--- config.mk ---
export PLATFORM = sky130hd
export DESIGN_NAME = scsi_in_engine
export DESIGN_NICKNAME = d
export VERILOG_FILES = /design/src/rtl/scsi_in_pkg.sv /design/src/rtl/scsi_in_req_sync.sv /design/src/rtl/scsi_in_xfer_ctr.sv /design/src/rtl/scsi_in_buffer.sv /design/src/rtl/scsi_in_seq.sv /design/src/rtl/scsi_in_engine.sv
export SDC_FILE = /design/constraint.sdc
export NUM_CORES = 1
export LEC_CHECK = 0
export CORE_MARGIN = 2
export CORE_UTILIZATION = 35
export CTS_BUF_LIST = sky130_fd_sc_hd__clkbuf_16
export CTS_CLUSTER_DIAMETER = 40
export DETAILED_ROUTE_END_ITERATION = 6
export PLACE_DENSITY_LB_ADDON = 0.15
export SYNTH_ARGS = -nofsm -noshare
export SYNTH_HDL_FRONTEND = slang
export SYNTH_HIERARCHICAL = 1
export SYNTH_SLANG_ARGS = --single-unit
--- constraint.sdc ---
create_clock -name clk -period 4.99 [get_ports clk]
set_input_delay 0.7485 -clock clk [delete_from_list [all_inputs] [get_ports clk]]
set_output_delay 0.7485 -clock clk [all_outputs]
set_load 0.01 [all_outputs]
--- src/rtl/scsi_in_pkg.sv ---
package scsi_in_pkg;

    typedef enum logic [2:0] {
        ST_IDLE  = 3'd0,
        ST_WREQ  = 3'd1,
        ST_REL   = 3'd2,
        ST_MOVE  = 3'd3,
        ST_WACK  = 3'd4,
        ST_DRAIN = 3'd5
    } seq_state_t;

    typedef struct packed {
        logic stage_full;
        logic host_full;
    } buf_flags_t;

    typedef struct packed {
        logic accept;
        logic move;
        logic load;
    } seq_cmd_t;

    function automatic logic ack_next(input logic accept, input logic drop_en,
                                      input logic req_s, input logic ack_cur);
        logic n;
        n = ack_cur;
        if (accept)
            n = 1'b1;
        else if (drop_en && !req_s)
            n = 1'b0;
        return n;
    endfunction

endpackage

--- src/rtl/scsi_in_req_sync.sv ---
module scsi_in_req_sync #(
    parameter int STAGES = 2
) (
    input  logic clk,
    input  logic rst,
    input  logic async_in,
    output logic sync_out
);
    logic [STAGES-1:0] chain;

    generate
        for (genvar g = 0; g < STAGES; g++) begin : g_stage
            if (g == 0) begin : g_first
                always_ff @(posedge clk) begin
                    if (rst) chain[0] <= 1'b0;
                    else     chain[0] <= async_in;
                end
            end else begin : g_next
                always_ff @(posedge clk) begin
                    if (rst) chain[g] <= 1'b0;
                    else     chain[g] <= chain[g-1];
                end
            end
        end
    endgenerate

    assign sync_out = chain[STAGES-1];
endmodule

--- src/rtl/scsi_in_xfer_ctr.sv ---
module scsi_in_xfer_ctr #(
    parameter int CNT_W = 24
) (
    input  logic             clk,
    input  logic             rst,
    input  logic             load,
    input  logic [CNT_W-1:0] load_val,
    input  logic             dec,
    output logic [CNT_W-1:0] left,
    output logic             at_one
);
    localparam logic [CNT_W-1:0] ONE = CNT_W'(1);

    always_ff @(posedge clk) begin
        if (rst)
            left <= '0;
        else if (load)
            left <= load_val;
        else if (dec && left != '0)
            left <= left - ONE;
    end

    assign at_one = (left == ONE);
endmodule

--- src/rtl/scsi_in_buffer.sv ---
module scsi_in_buffer
    import scsi_in_pkg::*;
#(
    parameter int DATA_W = 8
) (
    input  logic              clk,
    input  logic              rst,
    input  logic              capture,
    input  logic [DATA_W-1:0] bus_data,
    input  logic              move,
    input  logic              pop,
    output logic [DATA_W-1:0] host_data,
    output buf_flags_t        flags
);
    logic [DATA_W-1:0] stage_q;
    buf_flags_t        flags_q;

    always_ff @(posedge clk) begin
        if (rst) begin
            stage_q   <= '0;
            host_data <= '0;
            flags_q   <= '0;
        end else begin
            if (capture) begin
                stage_q            <= bus_data;
                flags_q.stage_full <= 1'b1;
            end else if (move) begin
                flags_q.stage_full <= 1'b0;
            end

            if (move) begin
                host_data         <= stage_q;
                flags_q.host_full <= 1'b1;
            end else if (pop && flags_q.host_full) begin
                flags_q.host_full <= 1'b0;
            end
        end
    end

    assign flags = flags_q;
endmodule

--- src/rtl/scsi_in_seq.sv ---
module scsi_in_seq
    import scsi_in_pkg::*;
#(
    parameter int CNT_W = 24
) (
    input  logic             clk,
    input  logic             rst,
    input  logic             start,
    input  logic [CNT_W-1:0] len,
    input  logic             req_s,
    input  logic             ctr_at_one,
    input  buf_flags_t       flags,
    output seq_cmd_t         cmd,
    output logic             ack,
    output logic             busy,
    output logic             done
);
    seq_state_t state_q, state_d;
    logic       drop_en_q;
    logic       exit_q;

    always_comb begin
        state_d = state_q;
        cmd     = '0;
        unique case (state_q)
            ST_IDLE: begin
                if (start) begin
                    cmd.load = 1'b1;
                    state_d  = (len == '0) ? ST_DRAIN : ST_WREQ;
                end
            end
            ST_WREQ: begin
                if (req_s && !ack && !flags.stage_full) begin
                    cmd.accept = 1'b1;
                    state_d    = ST_REL;
                end
            end
            ST_REL:  state_d = ST_MOVE;
            ST_MOVE: begin
                if (!flags.host_full) begin
                    cmd.move = 1'b1;
                    state_d  = ST_WACK;
                end
            end
            ST_WACK: begin
                if (!ack)
                    state_d = exit_q ? ST_DRAIN : ST_WREQ;
            end
            ST_DRAIN: begin
                if (!flags.host_full)
                    state_d = ST_IDLE;
            end
            default: state_d = ST_IDLE;
        endcase
    end

    always_ff @(posedge clk) begin
        if (rst) begin
            state_q   <= ST_IDLE;
            drop_en_q <= 1'b0;
            exit_q    <= 1'b0;
            ack       <= 1'b0;
            done      <= 1'b0;
        end else begin
            state_q <= state_d;
            ack     <= ack_next(cmd.accept, drop_en_q, req_s, ack);
            done    <= (state_q == ST_DRAIN) && !flags.host_full;

            if (state_q == ST_IDLE)
                exit_q <= 1'b0;
            else if (cmd.accept)
                exit_q <= ctr_at_one;

            if (cmd.accept || state_q == ST_IDLE)
                drop_en_q <= 1'b0;
            else if (state_q == ST_REL)
                drop_en_q <= 1'b1;
        end
    end

    assign busy = (state_q != ST_IDLE);
endmodule

--- src/rtl/scsi_in_engine.sv ---
module scsi_in_engine
    import scsi_in_pkg::*;
#(
    parameter int DATA_W      = 8,
    parameter int CNT_W       = 24,
    parameter int SYNC_STAGES = 2
) (
    input  logic              clk,
    input  logic              rst,
    input  logic              start,
    input  logic [CNT_W-1:0]  xfer_len,
    input  logic              scsi_req_in,
    input  logic [DATA_W-1:0] scsi_data_in,
    output logic              scsi_ack_out,
    output logic              dma_dreq,
    input  logic              dma_dack,
    output logic [DATA_W-1:0] dma_data,
    output logic              host_full,
    output logic              stage_full,
    output logic [CNT_W-1:0]  xfer_left,
    output logic              busy,
    output logic              func_done
);
    logic       req_s;
    logic       ctr_at_one;
    seq_cmd_t   cmd;
    buf_flags_t flags;

    scsi_in_req_sync #(.STAGES(SYNC_STAGES)) u_sync (
        .clk      (clk),
        .rst      (rst),
        .async_in (scsi_req_in),
        .sync_out (req_s)
    );

    scsi_in_xfer_ctr #(.CNT_W(CNT_W)) u_ctr (
        .clk      (clk),
        .rst      (rst),
        .load     (cmd.load),
        .load_val (xfer_len),
        .dec      (cmd.accept),
        .left     (xfer_left),
        .at_one   (ctr_at_one)
    );

    scsi_in_buffer #(.DATA_W(DATA_W)) u_buf (
        .clk       (clk),
        .rst       (rst),
        .capture   (cmd.accept),
        .bus_data  (scsi_data_in),
        .move      (cmd.move),
        .pop       (dma_dack),
        .host_data (dma_data),
        .flags     (flags)
    );

    scsi_in_seq #(.CNT_W(CNT_W)) u_seq (
        .clk        (clk),
        .rst        (rst),
        .start      (start),
        .len        (xfer_len),
        .req_s      (req_s),
        .ctr_at_one (ctr_at_one),
        .flags      (flags),
        .cmd        (cmd),
        .ack        (scsi_ack_out),
        .busy       (busy),
        .done       (func_done)
    );

    assign host_full  = flags.host_full;
    assign stage_full = flags.stage_full;
    assign dma_dreq   = flags.host_full;
endmodule

==> out/qor.json <==
{
  "grt": {
    "grt_pass1_wl_mm": 11.57,
    "grt.met1_usage_pct": 25.30,
    "globalRoute.busiestLayer": "met1",
    "maximum_number_of_pins_on_one_net_before_global_route_repair": 33,
    "globalRouteMet3Util_pct": 3.900,
    "track_usage_pct": 17.06,
    "antenna_found_initial": 0,
    "grt_pass1_vias": 2213,
    "overflow_left_after_global_routing": 0,
    "grt.met2_usage_pct": 24.69
  },
  "critical_path": {
    "end_kind": "register",
    "crit_required_ns": 5.16,
    "crit_path_max_fanout": 12,
    "critPathArrivalTime_ns": 3.37,
    "worst-setup-path-type": "reg2reg",
    "cp-start-kind": "register"
  },
  "clock_tree": {
    "cts_hold_repair.buffers": 0,
    "clkSinkCount": 51,
    "clock_tree.htree_level_count": 2,
    "worst_setup_hold_path_clk_slew_ns": 0.07,
    "cts_setup_buffers": 0,
    "cts.path.max_buffers": 2,
    "clkLatencyLatePin_ns": 0.29,
    "cts-resized-gates": 0,
    "numCtsBuffers": 5,
    "cts_tree": "yes",
    "clockRootBuffer": "clkbuf_16"
  },
  "yosys": {
    "ys.warnings.count": 6,
    "synth_seq_area_share_pct": 38.31,
    "yosys-top-cells-area": "dfxtp_1 (38%), mux2i_1 (6.4%), nor2_1 (5.5%)",
    "synth_ff_type": "dfxtp_1",
    "synth-edff-count": 0,
    "synthTopCellsByCount": "dfxtp_1 (51), nor2_1 (39), mux2i_1 (17), nor4_1 (14)",
    "yosys.area.top_type": "dfxtp_1",
    "syn_area_sq_um": 2665,
    "netlist_instances": 291,
    "syn_avg_cell_area_sq_um": 9.158,
    "synth.lib_cells_used.distinct": 55,
    "syn_nets": 331,
    "yosys.cell_count.top_type": "dfxtp_1",
    "synth_seq_cells": 51,
    "synth_top_area_share_pct": 38.31,
    "synth-async-reset-ratio_pct": 0
  },
  "timing": {
    "totalNegativeSetupSlack_ns": 0,
    "max_freq_mhz": 312.8,
    "timing.final.crit_period_ns": 3.197,
    "period_share_pct": 64.06,
    "setup_repair_after_global_routing_missed_its_margin": "false",
    "finalHoldWorstSlack_ns": 0.4429,
    "tightest_slew_ns": 1.131,
    "final-hold-violation-count": 0,
    "timing_max_transition_violations_final": 0,
    "tightest_slew_margin_relative_to_the_limit_pct": 23.82,
    "final-setup-viol-count": 0,
    "clock_skew_ns": 0.008391
  },
  "cells_and_area": {
    "fin_cells": 457,
    "antenna_cells": 0,
    "layout-drive-gt1-share_pct": 8.380,
    "area_growth_syn_to_layout_pct": 35.02,
    "utilization_pct": 49.09,
    "finalNetCount": 397
  },
  "routing": {
    "drcViolationCount": 0,
    "routed_via_density": 5.368,
    "wl_per_cell_um": 15.59,
    "drt_iter0_drc": 92,
    "drt-total-wl_mm": 7.123,
    "firstDrtPassIters": 4,
    "routed-via-count": 2453,
    "remaining_antenna_violation_count_after_routing": 0
  },
  "floorplanning": {
    "dieHeight_um": 91.26,
    "core_region_area_sq_um": 7331,
    "design.die.area_sq_um": 8328,
    "rows": 31,
    "num_io_pins": 75,
    "initial_core_util_pct": 36.35,
    "die_x_um": 91.26
  },
  "place": {
    "place_inst": 449,
    "globalplace.congestion": 0.7934,
    "io_buffer_count": 74,
    "place.detailed.hpwl_mm": 5.180
  },
  "pwr": {
    "design_power_total_mw": 1.211,
    "power.density_nw_per_um2": 336.5,
    "peakVddDrop_v": 0.0001636,
    "total_leakage_power_nw": 1.208
  },
  "hold_path": {
    "worst_hold_path_type": "reg2reg"
  },
  "flow_run": {
    "max-cap-violations": 0
  },
  "outcome": {
    "run_status": "completed"
  }
}
where the power goes:
part | switching (mW) | total [mW] | internal (mW)
combinational | 0.157 | 0.321 | 0.164
clock | 0.157 | 0.396 | 0.238
sequential | 0.0520 | 0.494 | 0.442
total | 0.366 | 1.21 | 0.845
state kept, by name, summed over array words and instances (netlist names):
register         cells
u_seq/drop_en_q      1
u_buf/flags          2
u_sync/chain         1
u_buf/stage_q        8
u_ctr/left          24
u_buf/host_data      8
u_seq/done           1
u_sync/sync_out      1
u_seq/state_q        3
u_seq/ack            1
u_seq/exit_q         1
layout make-up:
type	count	area, sq um
multi-input cells	210	1463
repair buffers	80	785.8
clock buffers	5	125.1
fillers	695	3732
inverters	9	33.78
clock inverters	3	46.29
well taps	99	123.9
flip-flops and latches	51	1021
kinds of logic (layout without fill, tap and decap cells):
kind of cell    Yosys count  in the layout  synth area share [%]
simple gates            116            116                 25.92
compound gates           63             63                 17.37
flops                    51             51                 38.31
buf+inv                  30             97                 6.995
mux                      17             17                 6.385
xor+xnor                 11             11                 3.615
fa+ha+maj                 3              3                 1.409
layer usage:
layer,vias up,wire [um]
li1,1221,-
met1,1147,3469
met2,75,3066
met3,10,467
met4,0,120
met5,-,0
cell usage in the layout (no fill, tap or decap), drive strengths merged, types with 3 or more instances in the layout:
cell,count
mux2i,17
xnor2,4
inv,9
o21a,5
clkdlybuf4s50,74
o211ai,6
ha,3
nor4,14
clkbuf,5
dfxtp,51
a211oi,7
nand4,4
a21oi,8
o31ai,4
nand2b,9
or4,9
nand2,4
o311a,4
nor2,39
a311oi,10
buf,6
nor3,10
and3,3
xor2,7
o21ai,10
nor3b,3
nor2b,3
or3,5
through the flow:
step	cell area (sq um)	setup WS, ns
2_1_floorplan	2665	2.224
3_3_place_gp	3427	1.826
3_5_place_dp	3427	1.816
4_1_cts	3598	1.807
5_1_grt	3598	1.484
6_report	3598	1.793
critical path, cell delays in order, from the launching register on:
cell	delay, ns
dfxtp_1	0.39
or4_4	0.61
or4_1	0.69
o21ai_0	0.96
nor3_1	0.08
o311a_1	0.36
final timing paths:
kind | to | startpoint | slack (ns) | cells after the start
setup / recovery | u_ctr/left[7] | u_ctr/left[6] | 1.79 | 5
hold / removal | u_sync/sync_out | u_sync/chain[0] | 0.44 | 1
setup reg to reg | u_ctr/left[7] | u_ctr/left[6] | 1.79 | 5
hold reg to reg | u_sync/sync_out | u_sync/chain[0] | 0.44 | 1
Power figures use the tool's default switching activity.
